==> config.mk <==
export PLATFORM = sky130hd
export DESIGN_NAME = rst_ctl_port
export DESIGN_NICKNAME = d
export VERILOG_FILES = /design/src/rtl/rst_ctl_pkg.sv /design/src/rtl/rc_port_decode.sv /design/src/rtl/rc_type_reg.sv /design/src/rtl/rc_pulse_stretch.sv /design/src/rtl/rst_ctl_port.sv
export SDC_FILE = /design/constraint.sdc
export NUM_CORES = 1
export LEC_CHECK = 0
export ABC_AREA = 1
export BUFFER_PORTS_ARGS = -buffer_cell sky130_fd_sc_hd__buf_4
export CAP_MARGIN = 20
export CELL_PAD_IN_SITES_DETAIL_PLACEMENT = 1
export CELL_PAD_IN_SITES_GLOBAL_PLACEMENT = 1
export CORE_ASPECT_RATIO = 0.7
export CORE_MARGIN = 2
export CORE_UTILIZATION = 23
export DETAILED_ROUTE_END_ITERATION = 10
export HOLD_SLACK_MARGIN = 0.1
export PLACE_DENSITY = 0.86
export SLEW_MARGIN = 25
export SYNTH_ARGS = -nofsm -noshare
export SYNTH_HDL_FRONTEND = slang
export SYNTH_SLANG_ARGS = --single-unit
==> constraint.sdc <==
create_clock -name clk -period 1 [get_ports clk]
set_input_delay 0.1 -clock clk [delete_from_list [all_inputs] [get_ports clk]]
set_output_delay 0.1 -clock clk [all_outputs]
set_load 0.02 [all_outputs]
==> src/rtl/rst_ctl_pkg.sv <==
package rst_ctl_pkg;
  localparam int unsigned BYTE_W   = 8;
  localparam int unsigned TRIG_BIT = 2;
  localparam int unsigned TYPE_BIT = 1;
  localparam logic [BYTE_W-1:0] KEEP_MASK = BYTE_W'(1) << TYPE_BIT;

  typedef struct packed {
    logic              rd_hit;
    logic              wr_store;
    logic              wr_trig;
    logic [BYTE_W-1:0] store_byte;
  } acc_dec_t;
endpackage

==> src/rtl/rc_port_decode.sv <==
module rc_port_decode
  import rst_ctl_pkg::*;
#(
  parameter int unsigned       ADDR_W    = 16,
  parameter logic [ADDR_W-1:0] PORT_ADDR = ADDR_W'(16'h0CF9)
) (
  input  logic [ADDR_W-1:0] io_addr,
  input  logic              io_wr,
  input  logic              io_rd,
  input  logic [BYTE_W-1:0] io_wdata,
  output acc_dec_t          dec
);
  logic addr_match;

  always_comb begin
    addr_match     = (io_addr == PORT_ADDR);
    dec.rd_hit     = io_rd & addr_match;
    // Trigger and store are mutually exclusive per write.
    dec.wr_trig    = io_wr & addr_match & io_wdata[TRIG_BIT];
    dec.wr_store   = io_wr & addr_match & ~io_wdata[TRIG_BIT];
    dec.store_byte = io_wdata & KEEP_MASK;
  end
endmodule

==> src/rtl/rc_type_reg.sv <==
module rc_type_reg
  import rst_ctl_pkg::*;
(
  input  logic              clk,
  input  logic              rst_n,
  input  acc_dec_t          dec,
  output logic [BYTE_W-1:0] val_q,
  output logic [BYTE_W-1:0] rdata_q,
  output logic              rvalid_q
);
  logic [BYTE_W-1:0] val_d;
  logic [BYTE_W-1:0] rdata_d;
  logic              rvalid_d;
  logic              val_en;
  logic              rd_en;

  always_comb begin
    val_en   = dec.wr_store;
    val_d    = dec.store_byte;
    // Read sees the value held before any same-cycle write.
    rd_en    = dec.rd_hit | rvalid_q;
    rvalid_d = dec.rd_hit;
    rdata_d  = dec.rd_hit ? val_q : '0;
  end

  always_ff @(posedge clk or negedge rst_n) begin
    if (!rst_n) begin
      val_q <= '0;
    end else if (val_en) begin
      val_q <= val_d;
    end
  end

  always_ff @(posedge clk or negedge rst_n) begin
    if (!rst_n) begin
      rdata_q  <= '0;
      rvalid_q <= 1'b0;
    end else if (rd_en) begin
      rdata_q  <= rdata_d;
      rvalid_q <= rvalid_d;
    end
  end
endmodule

==> src/rtl/rc_pulse_stretch.sv <==
module rc_pulse_stretch #(
  parameter int unsigned PULSE_LEN = 8
) (
  input  logic clk,
  input  logic rst_n,
  input  logic fire,
  output logic pulse
);
  localparam int unsigned CNT_W = $clog2(PULSE_LEN + 1);
  localparam logic [CNT_W-1:0] LOAD_VAL = CNT_W'(PULSE_LEN);

  logic [CNT_W-1:0] cnt_q;
  logic [CNT_W-1:0] cnt_d;
  logic             cnt_en;
  logic             busy;

  always_comb begin
    busy   = (cnt_q != '0);
    cnt_en = busy | fire;
    if (busy) begin
      cnt_d = cnt_q - CNT_W'(1);   // retrigger ignored while counting
    end else begin
      cnt_d = LOAD_VAL;
    end
  end

  always_ff @(posedge clk or negedge rst_n) begin
    if (!rst_n) begin
      cnt_q <= '0;
    end else if (cnt_en) begin
      cnt_q <= cnt_d;
    end
  end

  assign pulse = busy;
endmodule

==> src/rtl/rst_ctl_port.sv <==
module rst_ctl_port
  import rst_ctl_pkg::*;
#(
  parameter int unsigned       ADDR_W    = 16,
  parameter logic [ADDR_W-1:0] PORT_ADDR = ADDR_W'(16'h0CF9),
  parameter int unsigned       PULSE_LEN = 8
) (
  input  logic              clk,
  input  logic              rst_n,
  input  logic [ADDR_W-1:0] io_addr,
  input  logic              io_wr,
  input  logic              io_rd,
  input  logic [7:0]        io_wdata,
  output logic [7:0]        io_rdata,
  output logic              io_rvalid,
  output logic              sys_rst_req,
  output logic              rst_type_hard
);
  acc_dec_t          dec;
  logic [BYTE_W-1:0] val_q;

  rc_port_decode #(
    .ADDR_W   (ADDR_W),
    .PORT_ADDR(PORT_ADDR)
  ) u_decode (
    .io_addr (io_addr),
    .io_wr   (io_wr),
    .io_rd   (io_rd),
    .io_wdata(io_wdata),
    .dec     (dec)
  );

  rc_type_reg u_reg (
    .clk     (clk),
    .rst_n   (rst_n),
    .dec     (dec),
    .val_q   (val_q),
    .rdata_q (io_rdata),
    .rvalid_q(io_rvalid)
  );

  rc_pulse_stretch #(
    .PULSE_LEN(PULSE_LEN)
  ) u_pulse (
    .clk  (clk),
    .rst_n(rst_n),
    .fire (dec.wr_trig),
    .pulse(sys_rst_req)
  );

  assign rst_type_hard = val_q[TYPE_BIT];
endmodule

==> results of run 1 <==
-- path summary, 6_finish.rpt --
kind | start | endpoint
worst max-delay path | u_pulse.cnt_q[0] | sys_rst_req
worst min-delay path | io_wdata[1] | u_reg.val_q[1]
worst max register to register | u_pulse.cnt_q[0] | u_pulse.cnt_q[3]
worst min register to register | u_reg.val_q[1] | u_reg.val_q[1]
max in group asynchronous | rst_n | u_reg.rdata_q[1]
min in group asynchronous | rst_n | u_pulse.cnt_q[3]
-- tightest hold or removal path: stages --
cell,delay (ns)
buf_4,0.08
nand4_1,0.10
nand2_1,0.07
-- registers in the layout (all words and copies together), names as in the netlist --
signal and count:
u_pulse.cnt_q 4, u_reg.rdata_q 1, u_reg.rvalid_q 1, u_reg.val_q 1
-- logic make-up after synthesis --
logic type / share of synthesized area, %
and+or+nand+nor: 37.79
buffers and inverters: 22.36
DFF: 35.99
AOI/OAI and AO/OA: 3.084
other: 0.7705
-- what timing repair did --
| item | 4_1_cts | 5_1_grt |
|---|---|---|
| setup endpoints to repair | 2 | 2 |
| endpoints found under the hold margin | 7 | 0 |
| pin swaps | 1 | 1 |
| gates cloned | 0 | 0 |
| hold buffers | 1 | 0 |
| gates resized for setup | 2 | 2 |
| buffers inserted | 2 | 1 |
-- through the flow --
| step | cell area (um2) | instances |
|---|---|---|
| floorplan | 514.2 | 81 |
| global placement | 676.9 | 121 |
| detailed placement | 676.9 | 121 |
| CTS | 737.0 | 128 |
| global route | 748.2 | 129 |
| finish | 748.2 | 129 |
-- layer usage --
layer	wire length, um	GRT usage, %
met1	511	12.31
met2	750	22.00
met3	91	5.247
met4	21	4.091
met5	0	0
-- layout by cell type (no fill, tap or decap), drive strengths merged --
cell type / netlist / routed
nand4: 3 / 3
inv: 15 / 15
nand2: 23 / 23
clkbuf: 0 / 4
conb: 1 / 7
buf: 7 / 28
o21ai: 3 / 3
dlygate4sd3: 0 / 1
dfrtp: 7 / 7
nor2: 15 / 15
nand3: 1 / 1
-- power by group through the flow --
stage	clock, mW	combinational, mW	sequential (mW)
floorplan	0	0.0695	0.289
CTS	0.278	0.128	0.283
global placement	0	0.121	0.289
finish	0.272	0.128	0.283
detailed placement	0	0.125	0.289
global route	0.300	0.143	0.283
-- final cells by class --
cell class,instances,area [um2]
tap,22,27.53
inverter,15,56.30
sequential,7,175.2
fill,258,1171
timing repair buffer,29,227.7
clock buffer,4,26.28
multi-input combinational,52,235.2
==> metrics.csv, run 1 <==
stage,metric,value,unit
power,Pleak,0.4532,nW
global_route,first-pass GRT wire length,2.242,mm
clock_network,H-Tree Depth,1,
worst_setup_path,reg2reg setup slack,-0.01,ns
synthesis,"FF+latch count, synth",7,
detailed_routing,# DRC,1,
worst_setup_path,"Req. time, crit path",0.90,ns
worst_setup_path,"Max stage delay cell, worst path",dfrtp_1,
synthesis,post-synth top area cell,dfrtp_1,
clock_network,Clock Path Buffers,2,
synthesis,Area contributors post-synth,"dfrtp_1, nand2_1, inv_1",
timing,Max Fclk,898.9,MHz
synthesis,most numerous cell in the Yosys netlist,nand2_1,
power,Sequential Power Share,41.5,%
timing,unrepaired setup endpoints after global routing,true,
clock_network,"Reg clk slew, reported paths",0.06,ns
timing,Final period util,111.2,%
floorplan,Chip Height,42.49,um
timing,Sum Neg Setup Slack,-0.1268,ns
synthesis,syn_area_per_cell,6.490,um2
timing,post-route minimum period,1.112,ns
synthesis,Synth Instances,75,
timing,hold slack,0.1140,ns
power,Total Power,0.6830,mW
power,pwr dens,912.8,nW/um2
power,peak supply drop,439.9,uV
place,final HPWL from detailed placement,1.042,mm
final_layout,Area Growth Syn to Fin,53.73,%
timing,max-slew violations,0,
timing,final setup fails,2,
synthesis,Synth Flop Type,dfrtp_1,
worst_setup_path,critical path class,reg -> out,
detailed_routing,Post-Route WL,1.375,mm
timing,Final WS setup,-0.1125,ns
clock_network,CTS sink count,7,
place,setup slack at placement,0.001126,ns
synthesis,number of synthesized flops with an enable pin,0,
synthesis,sequential share of the synthesized area,35.99,%
clock_network,CTS Root Cell,clkbuf_4,
floorplan,die area,2506,um2
detailed_routing,Final ANT Viol Nets,0,
final_layout,post-layout util,38.98,%
place,Placer Congestion,0.7394,
hold_path,Worst Hold Class,in -> reg,
final_layout,share of cells above drive strength 1,35.51,%
global_route,vias in the first global route,565,
place,input/output buffers,25,
detailed_routing,vias per cell,4.186,
outcome,status,finished with violations,
worst_setup_path,CP Depth,3,
clock_network,CTS Buf Count,3,
global_route,initial antenna violation count,0,
floorplan,Ports,39,
worst_setup_path,CP Cell Sequence,nor2_4 -> nand2_2 -> buf_6,
power,clock share of power,39.8,%
power,Int Pwr,0.5008,mW
floorplan,Die X,58.98,um
final_layout,Final nets,136,
floorplan,Core Area,1919,um2
floorplan,Rows,13,
final_layout,Antenna diodes,0,
worst_setup_path,CP Buf/Inv Count,1,
synthesis,synth warn,0,
timing,Hold Fails Final Rpt,0,
synthesis,post-synthesis async set-or-reset flop share,100.0,%
worst_setup_path,Crit. End Element,primary output,
clock_network,worst skew pair latency,0.26,ns
clock_network,CTS tree,done,
worst_setup_path,delay of the slowest critical-path stage,0.41,ns
outcome,failing checks,"design-rule violations, negative setup slack",
floorplan,initial core utilization,25.36,%
detailed_routing,Initial DRC Count,7,
job,maxcap violations,0,
global_route,pin count of the biggest net entering global routing,8,
global_route,total global routing overflow,0,
synthesis,Netlist cell types,13,
synthesis,"top cells by count, synth","nand2_1, inv_1, nor2_1",
power,combinational share of power,18.7,%
detailed_routing,router iterations before antenna repair,7,
power,switching power,0.1822,mW
synthesis,post-synth top area share,35.99,%
power,Sw Share,26.68,%
worst_setup_path,arrival time worst endpoint,1.01,ns
global_route,GRT Util Overall,12.15,%
detailed_routing,drt wl/cell,10.66,um
worst_setup_path,Crit Path Max Fanout,2,
timing,Clock Skew,0.01084,ns
synthesis,area of the mapped netlist,486.7,um2
worst_setup_path,Top delay family on crit path,flip-flops,
hold_path,WHS Path Cells,3,
worst_setup_path,type of origin of the critical path,flop,
worst_setup_path,Register-to-Register Path Depth,6,
detailed_routing,via count,540,
Power figures use the tool's default switching activity.
==> inputs of run 2 (changes only) <==
--- a/config.mk
+++ b/config.mk
@@ -5,17 +5,15 @@
 export SDC_FILE = /design/constraint.sdc
 export NUM_CORES = 1
 export LEC_CHECK = 0
-export ABC_AREA = 1
 export BUFFER_PORTS_ARGS = -buffer_cell sky130_fd_sc_hd__buf_4
 export CAP_MARGIN = 20
 export CELL_PAD_IN_SITES_DETAIL_PLACEMENT = 1
 export CELL_PAD_IN_SITES_GLOBAL_PLACEMENT = 1
-export CORE_ASPECT_RATIO = 0.7
 export CORE_MARGIN = 2
 export CORE_UTILIZATION = 23
 export DETAILED_ROUTE_END_ITERATION = 10
 export HOLD_SLACK_MARGIN = 0.1
-export PLACE_DENSITY = 0.86
+export PLACE_DENSITY = 0.85
 export SLEW_MARGIN = 25
 export SYNTH_ARGS = -nofsm -noshare
 export SYNTH_HDL_FRONTEND = slang
==> run 2 against run 1 <==
Clock-buffer cell count is the same. Synthesized cell count down 48%. Synthesized area down 15%. Global-route usage about the same. Power decreased by 3.8%. The run ends with negative setup slack left. Utilization rose by 4.2 points. Final cell count is 22% lower. Critical path depth unchanged. Worst hold slack lost 0.011 ns. Non-clock buffer count is 5 higher. Register-to-register slack lost 0.04 ns.
==> metrics.csv, run 2 <==
stage,metric,value,unit,change
outcome,status,finished with violations,,
outcome,failing checks,negative setup slack,,
job,maxcap violations,0,,unchanged
synthesis,sequential share of the synthesized area,42.55,%,+6.6 points
clock_network,H-Tree Depth,1,,unchanged
power,Sw Share,23.06,%,-3.6 points
power,clock share of power,39.0,%,-0.8 points
hold_path,Hold Crit Endpoint,u_pulse.cnt_q[3],,
timing,Final period util,122.7,%,+12 points
timing,Clock Skew,0.004228,ns,-0.006614 ns
detailed_routing,Final ANT Viol Nets,0,,unchanged
clock_network,"Reg clk slew, reported paths",0.05,ns,about the same
power,peak supply drop,436.1,uV,-0.86%
clock_network,CTS sink count,7,,unchanged
synthesis,Netlist cell types,19,,+6
final_layout,Antenna diodes,0,,unchanged
power,Sequential Power Share,43.2,%,+1.7 points
worst_setup_path,RR Endpoint,u_pulse.cnt_q[3],,
synthesis,Area contributors post-synth,"dfrtp_1, buf_4, nor4_4",,
timing,Hold Fails Final Rpt,0,,unchanged
final_layout,"most common cell after layout, fill and taps aside",buf_4,,
floorplan,initial core utilization,24.10,%,-1.3 points
clock_network,CTS tree,done,,
worst_setup_path,Register-to-Register Path Depth,4,,-2
hold_path,Hold Path Origin,io_wdata[2],,
detailed_routing,Initial DRC Count,0,,-7
timing,Max Fclk,814.7,MHz,-9.4%
floorplan,Core Area,1708,um2,-11%
synthesis,post-synth top area cell,dfrtp_1,,
power,combinational share of power,17.8,%,-0.9 points
detailed_routing,router iterations before antenna repair,1,,-6
final_layout,Largest Register,u_pulse.cnt_q,,
global_route,vias in the first global route,454,,-20%
worst_setup_path,critical path class,reg -> out,,
global_route,total global routing overflow,0,,unchanged
worst_setup_path,"Req. time, crit path",0.90,ns,about the same
global_route,first-pass GRT wire length,1.752,mm,-22%
hold_path,Worst Hold Class,in -> reg,,
timing,post-route minimum period,1.227,ns,+0.1150 ns
clock_network,CTS Buf Count,3,,unchanged
global_route,initial antenna violation count,0,,unchanged
worst_setup_path,Crit Path Max Fanout,2,,unchanged
place,Placer Congestion,0.6729,,-9.0%
synthesis,post-synthesis async set-or-reset flop share,100.0,%,unchanged
global_route,pin count of the biggest net entering global routing,8,,unchanged
worst_setup_path,type of origin of the critical path,flop,,
final_layout,Final nets,105,,-23%
timing,Sum Neg Setup Slack,-0.6045,ns,-0.4777 ns
timing,max-slew violations,0,,unchanged
detailed_routing,drt wl/cell,11.45,um,+7.4%
place,final HPWL from detailed placement,926.8,um,-11%
detailed_routing,via count,421,,-22%
floorplan,Ports,39,,unchanged
clock_network,worst skew pair latency,0.25,ns,about the same
power,switching power,0.1516,mW,-17%
detailed_routing,# DRC,0,,-1
power,Int Pwr,0.5058,mW,+0.99%
detailed_routing,Post-Route WL,1.156,mm,-16%
worst_setup_path,reg2reg setup slack,-0.05,ns,-0.04 ns
timing,unrepaired setup endpoints after global routing,true,,
final_layout,max reg flops,4,,unchanged
final_layout,share of cells above drive strength 1,59.21,%,+24 points
synthesis,syn_area_per_cell,10.56,um2,+63%
floorplan,die area,2144,um2,-14%
synthesis,Synth Flop Type,dfrtp_1,,
floorplan,Chip Height,46.31,um,+9.0%
synthesis,synth warn,0,,unchanged
power,Pleak,0.3822,nW,-16%
final_layout,most frequent cells in the layout,"buf_4, conb_1, dfrtp_1",,
hold_path,WHS Path Cells,3,,unchanged
floorplan,Rows,15,,+2
worst_setup_path,Critical R2R Launch,u_pulse.cnt_q[2],,
final_layout,Area Growth Syn to Fin,79.33,%,
worst_setup_path,arrival time worst endpoint,1.13,ns,+0.12 ns
timing,Final WS setup,-0.2275,ns,-0.1150 ns
synthesis,"FF+latch count, synth",7,,unchanged
clock_network,Clock Path Buffers,2,,unchanged
final_layout,filler instances,208,,-19%
power,pwr dens,890.4,nW/um2,-2.5%
final_layout,post-layout util,43.22,%,+4.2 points
detailed_routing,vias per cell,4.168,,-0.42%
synthesis,number of synthesized flops with an enable pin,0,,unchanged
timing,final setup fails,5,,+3
floorplan,Die X,46.31,um,-21%
synthesis,area of the mapped netlist,411.6,um2,-15%
synthesis,post-synth top area share,42.55,%,+6.6 points
synthesis,Synth Instances,39,,-48%
global_route,GRT Util Overall,12.17,%,+0.020 points
clock_network,CTS Root Cell,clkbuf_4,,
place,input/output buffers,25,,unchanged
synthesis,"top cells by count, synth","buf_4, dfrtp_1, nand2_1, o21ai_0",,
worst_setup_path,Crit. End Element,primary output,,
## run 2: how the worst max path moves through the flow
stage                          end              from  depth (start not counted)  slack, ns
CTS                    sys_rst_req  u_pulse.cnt_q[3]                          3      -0.24
floorplan           u_reg.val_q[1]       io_addr[13]                          4      -0.36
detailed placement  u_reg.val_q[1]       io_addr[13]                          5      -0.50
global placement    u_reg.val_q[1]       io_addr[13]                          5      -0.44
finish                 sys_rst_req  u_pulse.cnt_q[2]                          3      -0.23
global route           sys_rst_req  u_pulse.cnt_q[2]                          3      -0.29
## run 2: cell families (layout without fill, tap and decap cells)
| logic type | count (synthesis) | after routing | share of synthesized area [%] |
|---|---|---|---|
| AO/OA/AOI/OAI | 6 | 6 | 7.902 |
| buffers and inverters | 7 | 38 | 12.77 |
| flip-flops | 7 | 7 | 42.55 |
| multiplexers | 1 | 1 | 3.646 |
| other | 1 | 7 | 0.9110 |
| AND/OR/NAND/NOR | 17 | 17 | 32.22 |
## run 2: worst max-delay path, stage by stage (launching register included)
cell	delay [ns]
dfrtp_1	0.39
nor3_2	0.23
nand2b_1	0.12
buf_6	0.14
## run 2: power by group through the flow
stage / clock (mW) / sequential (mW) / combinational (mW)
2_1_floorplan: 0 / 0.289 / 0.0553
3_3_place_gp: 0 / 0.289 / 0.102
3_5_place_dp: 0 / 0.289 / 0.105
4_1_cts: 0.265 / 0.284 / 0.118
5_1_grt: 0.280 / 0.283 / 0.128
6_report: 0.256 / 0.284 / 0.117
## run 2: final cells by class
type | count | area [um2] | area share (%)
well taps | 25 | 31.28 | 4.237
repair buffers | 34 | 274.0 | 37.12
clock buffers | 4 | 26.28 | 3.559
multi-input cells | 31 | 231.5 | 31.36
flip-flops and latches | 7 | 175.2 | 23.73
## run 2: metrics by stage
step / cells / power (mW) / hold slack [ns] / instance area [um2] / worst slack (ns)
2_1_floorplan: 45 / 0.3440 / -0.1956 / 434.2 / -0.3619
3_3_place_gp: 92 / 0.3907 / -0.08385 / 630.6 / -0.4427
3_5_place_dp: 92 / 0.3940 / -0.08139 / 630.6 / -0.5021
4_1_cts: 102 / 0.6675 / 0.1138 / 732.0 / -0.2376
5_1_grt: 101 / 0.6907 / 0.1202 / 738.2 / -0.2894
6_report: 101 / 0.6573 / 0.1032 / 738.2 / -0.2275
## run 2: layer usage
metal / wire, um / track usage [%] / up-vias
li1: - / - / 197
met1: 403 / 12.03 / 194
met2: 623 / 21.67 / 28
met3: 114 / 4.314 / 2
met4: 14 / 6.857 / 0
met5: 0 / 0 / -
## run 2: timing repair
action,in CTS,in global routing
hold buffers,3,0
cloned,0,0
endpoints found under the setup margin,5,7
hold endpoints to repair,9,0
gates resized for setup,7,5
setup buffers,4,1
pin swaps,5,6
==> inputs of run 3 (changes only) <==
--- a/config.mk
+++ b/config.mk
@@ -13,6 +13,7 @@
 export CORE_UTILIZATION = 23
 export DETAILED_ROUTE_END_ITERATION = 10
 export HOLD_SLACK_MARGIN = 0.1
+export MAX_ROUTING_LAYER = met4
 export PLACE_DENSITY = 0.85
 export SLEW_MARGIN = 25
 export SYNTH_ARGS = -nofsm -noshare
==> run 3 against run 2 <==
The run still ends with negative setup slack left. Critical path type unchanged. Worst hold slack about the same. Utilization stayed put. Critical path depth is the same.
==> metrics.csv, run 3 (synthesis gave the netlist of run 2 again) <==
stage,metric,value,unit,change
outcome,status,finished with violations,,
outcome,failing checks,negative setup slack,,
global_route,GRT Util Overall,12.52,%,+0.35 points
detailed_routing,Post-Route WL,1.156,mm,unchanged
final_layout,footprint of the multi-input gates,231.5,um2,unchanged
timing,max-slew violations,0,,unchanged
worst_setup_path,Critical path origin,u_pulse.cnt_q[2],,
worst_setup_path,worst setup path end,sys_rst_req,,
worst_setup_path,RR Endpoint,u_pulse.cnt_q[3],,
worst_setup_path,arrival time worst endpoint,1.13,ns,about the same
final_layout,Area Growth Syn to Fin,79.33,%,unchanged
floorplan,Chip Height,46.31,um,unchanged
power,pwr dens,890.4,nW/um2,about the same
timing,post-route minimum period,1.228,ns,+0.0008400 ns
worst_setup_path,Crit Path Max Fanout,2,,unchanged
detailed_routing,# DRC,0,,unchanged
global_route,pin count of the biggest net entering global routing,8,,unchanged
worst_setup_path,CP Depth,3,,unchanged
worst_setup_path,type of origin of the critical path,flop,,
global_route,initial antenna violation count,0,,unchanged
timing,Clock Skew,0.004228,ns,unchanged
worst_setup_path,Register-to-Register Path Depth,4,,unchanged
clock_network,CTS tree,done,,
final_layout,post-layout util,43.22,%,unchanged
power,peak supply drop,436.1,uV,unchanged
power,Total Power,0.6573,mW,about the same
floorplan,Rows,15,,unchanged
clock_network,worst skew pair latency,0.25,ns,about the same
worst_setup_path,Crit. End Element,primary output,,
detailed_routing,Initial DRC Count,0,,unchanged
clock_network,"Reg clk slew, reported paths",0.05,ns,about the same
final_layout,share of cells above drive strength 1,59.21,%,unchanged
final_layout,fin cells,101,,unchanged
timing,Final WS setup,-0.2283,ns,-0.0008400 ns
floorplan,die area,2144,um2,unchanged
worst_setup_path,CP Buf/Inv Count,1,,unchanged
timing,unrepaired setup endpoints after global routing,true,,
timing,Final period util,122.8,%,about the same
floorplan,initial core utilization,24.10,%,unchanged
timing,Max Fclk,814.1,MHz,about the same
worst_setup_path,critical path class,reg -> out,,
worst_setup_path,CP Cell Sequence,nor3_2 -> nand2b_1 -> buf_6,,
worst_setup_path,reg2reg setup slack,-0.05,ns,about the same
final_layout,Final nets,105,,unchanged
timing,Hold Fails Final Rpt,0,,unchanged
floorplan,Core Area,1708,um2,unchanged
worst_setup_path,Critical R2R Launch,u_pulse.cnt_q[2],,
detailed_routing,via count,421,,unchanged
worst_setup_path,Top delay family on crit path,flip-flops,,
worst_setup_path,delay of the slowest critical-path stage,0.39,ns,about the same
worst_setup_path,"Max stage delay cell, worst path",dfrtp_1,,
final_layout,area taken by flip-flops and latches,175.2,um2,unchanged
clock_network,CTS sink count,7,,unchanged
detailed_routing,Final ANT Viol Nets,0,,unchanged
final_layout,filler instances,208,,unchanged
global_route,vias in the first global route,454,,unchanged
clock_network,CTS Root Cell,clkbuf_4,,
final_layout,max reg flops,4,,unchanged
final_layout,"most common cell after layout, fill and taps aside",buf_4,,
place,setup slack at placement,-0.5021,ns,unchanged
floorplan,Ports,39,,unchanged
clock_network,Clock Path Buffers,2,,unchanged
job,maxcap violations,0,,unchanged
place,Placer Congestion,0.6796,,+1.0%
worst_setup_path,"Req. time, crit path",0.90,ns,about the same
final_layout,most frequent cells in the layout,"buf_4, conb_1, dfrtp_1",,
detailed_routing,drt wl/cell,11.45,um,unchanged
power,Pleak,0.3822,nW,unchanged
detailed_routing,vias per cell,4.168,,unchanged
place,final HPWL from detailed placement,926.8,um,unchanged
timing,final setup fails,5,,unchanged
final_layout,Largest Register,u_pulse.cnt_q,,
place,input/output buffers,25,,unchanged
hold_path,Worst Hold Class,in -> reg,,
place,Placed Instances,92,,unchanged
detailed_routing,router iterations before antenna repair,1,,unchanged
floorplan,Die X,46.31,um,unchanged
global_route,total global routing overflow,0,,unchanged
clock_network,CTS Buf Count,3,,unchanged
final_layout,Antenna diodes,0,,unchanged
clock_network,H-Tree Depth,1,,unchanged
global_route,first-pass GRT wire length,1.752,mm,unchanged
==> run 3: cell counts in the layout (fill, tap and decap cells not counted) <==
Identical to the previous run, type by type.
==> run 3: worst register-to-register path: cells and delay by family (launching register included) <==
family          cells  cell delay (ns)
flops               1             0.39
buf+inv             1             0.15
compound gates      1             0.11
simple gates        2             0.35
==> run 3: power breakdown <==
| group | switching (mW) | internal, mW |
|---|---|---|
| Sequential | 0.0000346 | 0.284 |
| Clock | 0.104 | 0.152 |
| Combinational | 0.0474 | 0.0698 |
| Total | 0.152 | 0.506 |
==> run 3: repair_timing <==
item                       in CTS  in global routing
hold endpoints to repair        9                  0
setup endpoints to repair       5                  7
hold buffers                    3                  0
buffers inserted                4                  1
resized for setup               7                  5
pin swaps                       5                  6
==> run 3: layer usage <==
metal | global-route usage (%) | share of wire, % | vias to the layer above
li1 | - | - | 197
met1 | 12.50 | 36 | 194
met2 | 21.67 | 54 | 28
met3 | 3.529 | 8.8 | 2
met4 | 6.857 | 1.2 | 0
met5 | - | 0 | -
==> run 3: worst min-delay path by stage <==
stage	start	slack (ns)	cells after the start	to
after floorplan	rst_n	-0.20	0	u_pulse.cnt_q[0]
after global placement	rst_n	-0.08	1	u_pulse.cnt_q[2]
after detailed placement	rst_n	-0.08	1	u_pulse.cnt_q[2]
after CTS	io_wdata[2]	0.11	3	u_pulse.cnt_q[3]
after global routing	io_wdata[2]	0.12	3	u_pulse.cnt_q[3]
final	io_wdata[2]	0.10	3	u_pulse.cnt_q[3]
==> run 3: stage by stage <==
| step | hold slack (ns) | TNS, ns | cell area, um2 |
|---|---|---|---|
| floorplan | -0.1956 | -0.6904 | 434.2 |
| global placement | -0.08385 | -1.375 | 630.6 |
| detailed placement | -0.08139 | -1.622 | 630.6 |
| CTS | 0.1138 | -0.6888 | 732.0 |
| global route | 0.1202 | -0.9138 | 738.2 |
| finish | 0.1032 | -0.6051 | 738.2 |
==> run 3: layout make-up <==
type,instances,area share (%)
repair buffers,34,37.12
multi-input cells,31,31.36
flip-flops and latches,7,23.73
well taps,25,4.237
clock buffers,4,3.559
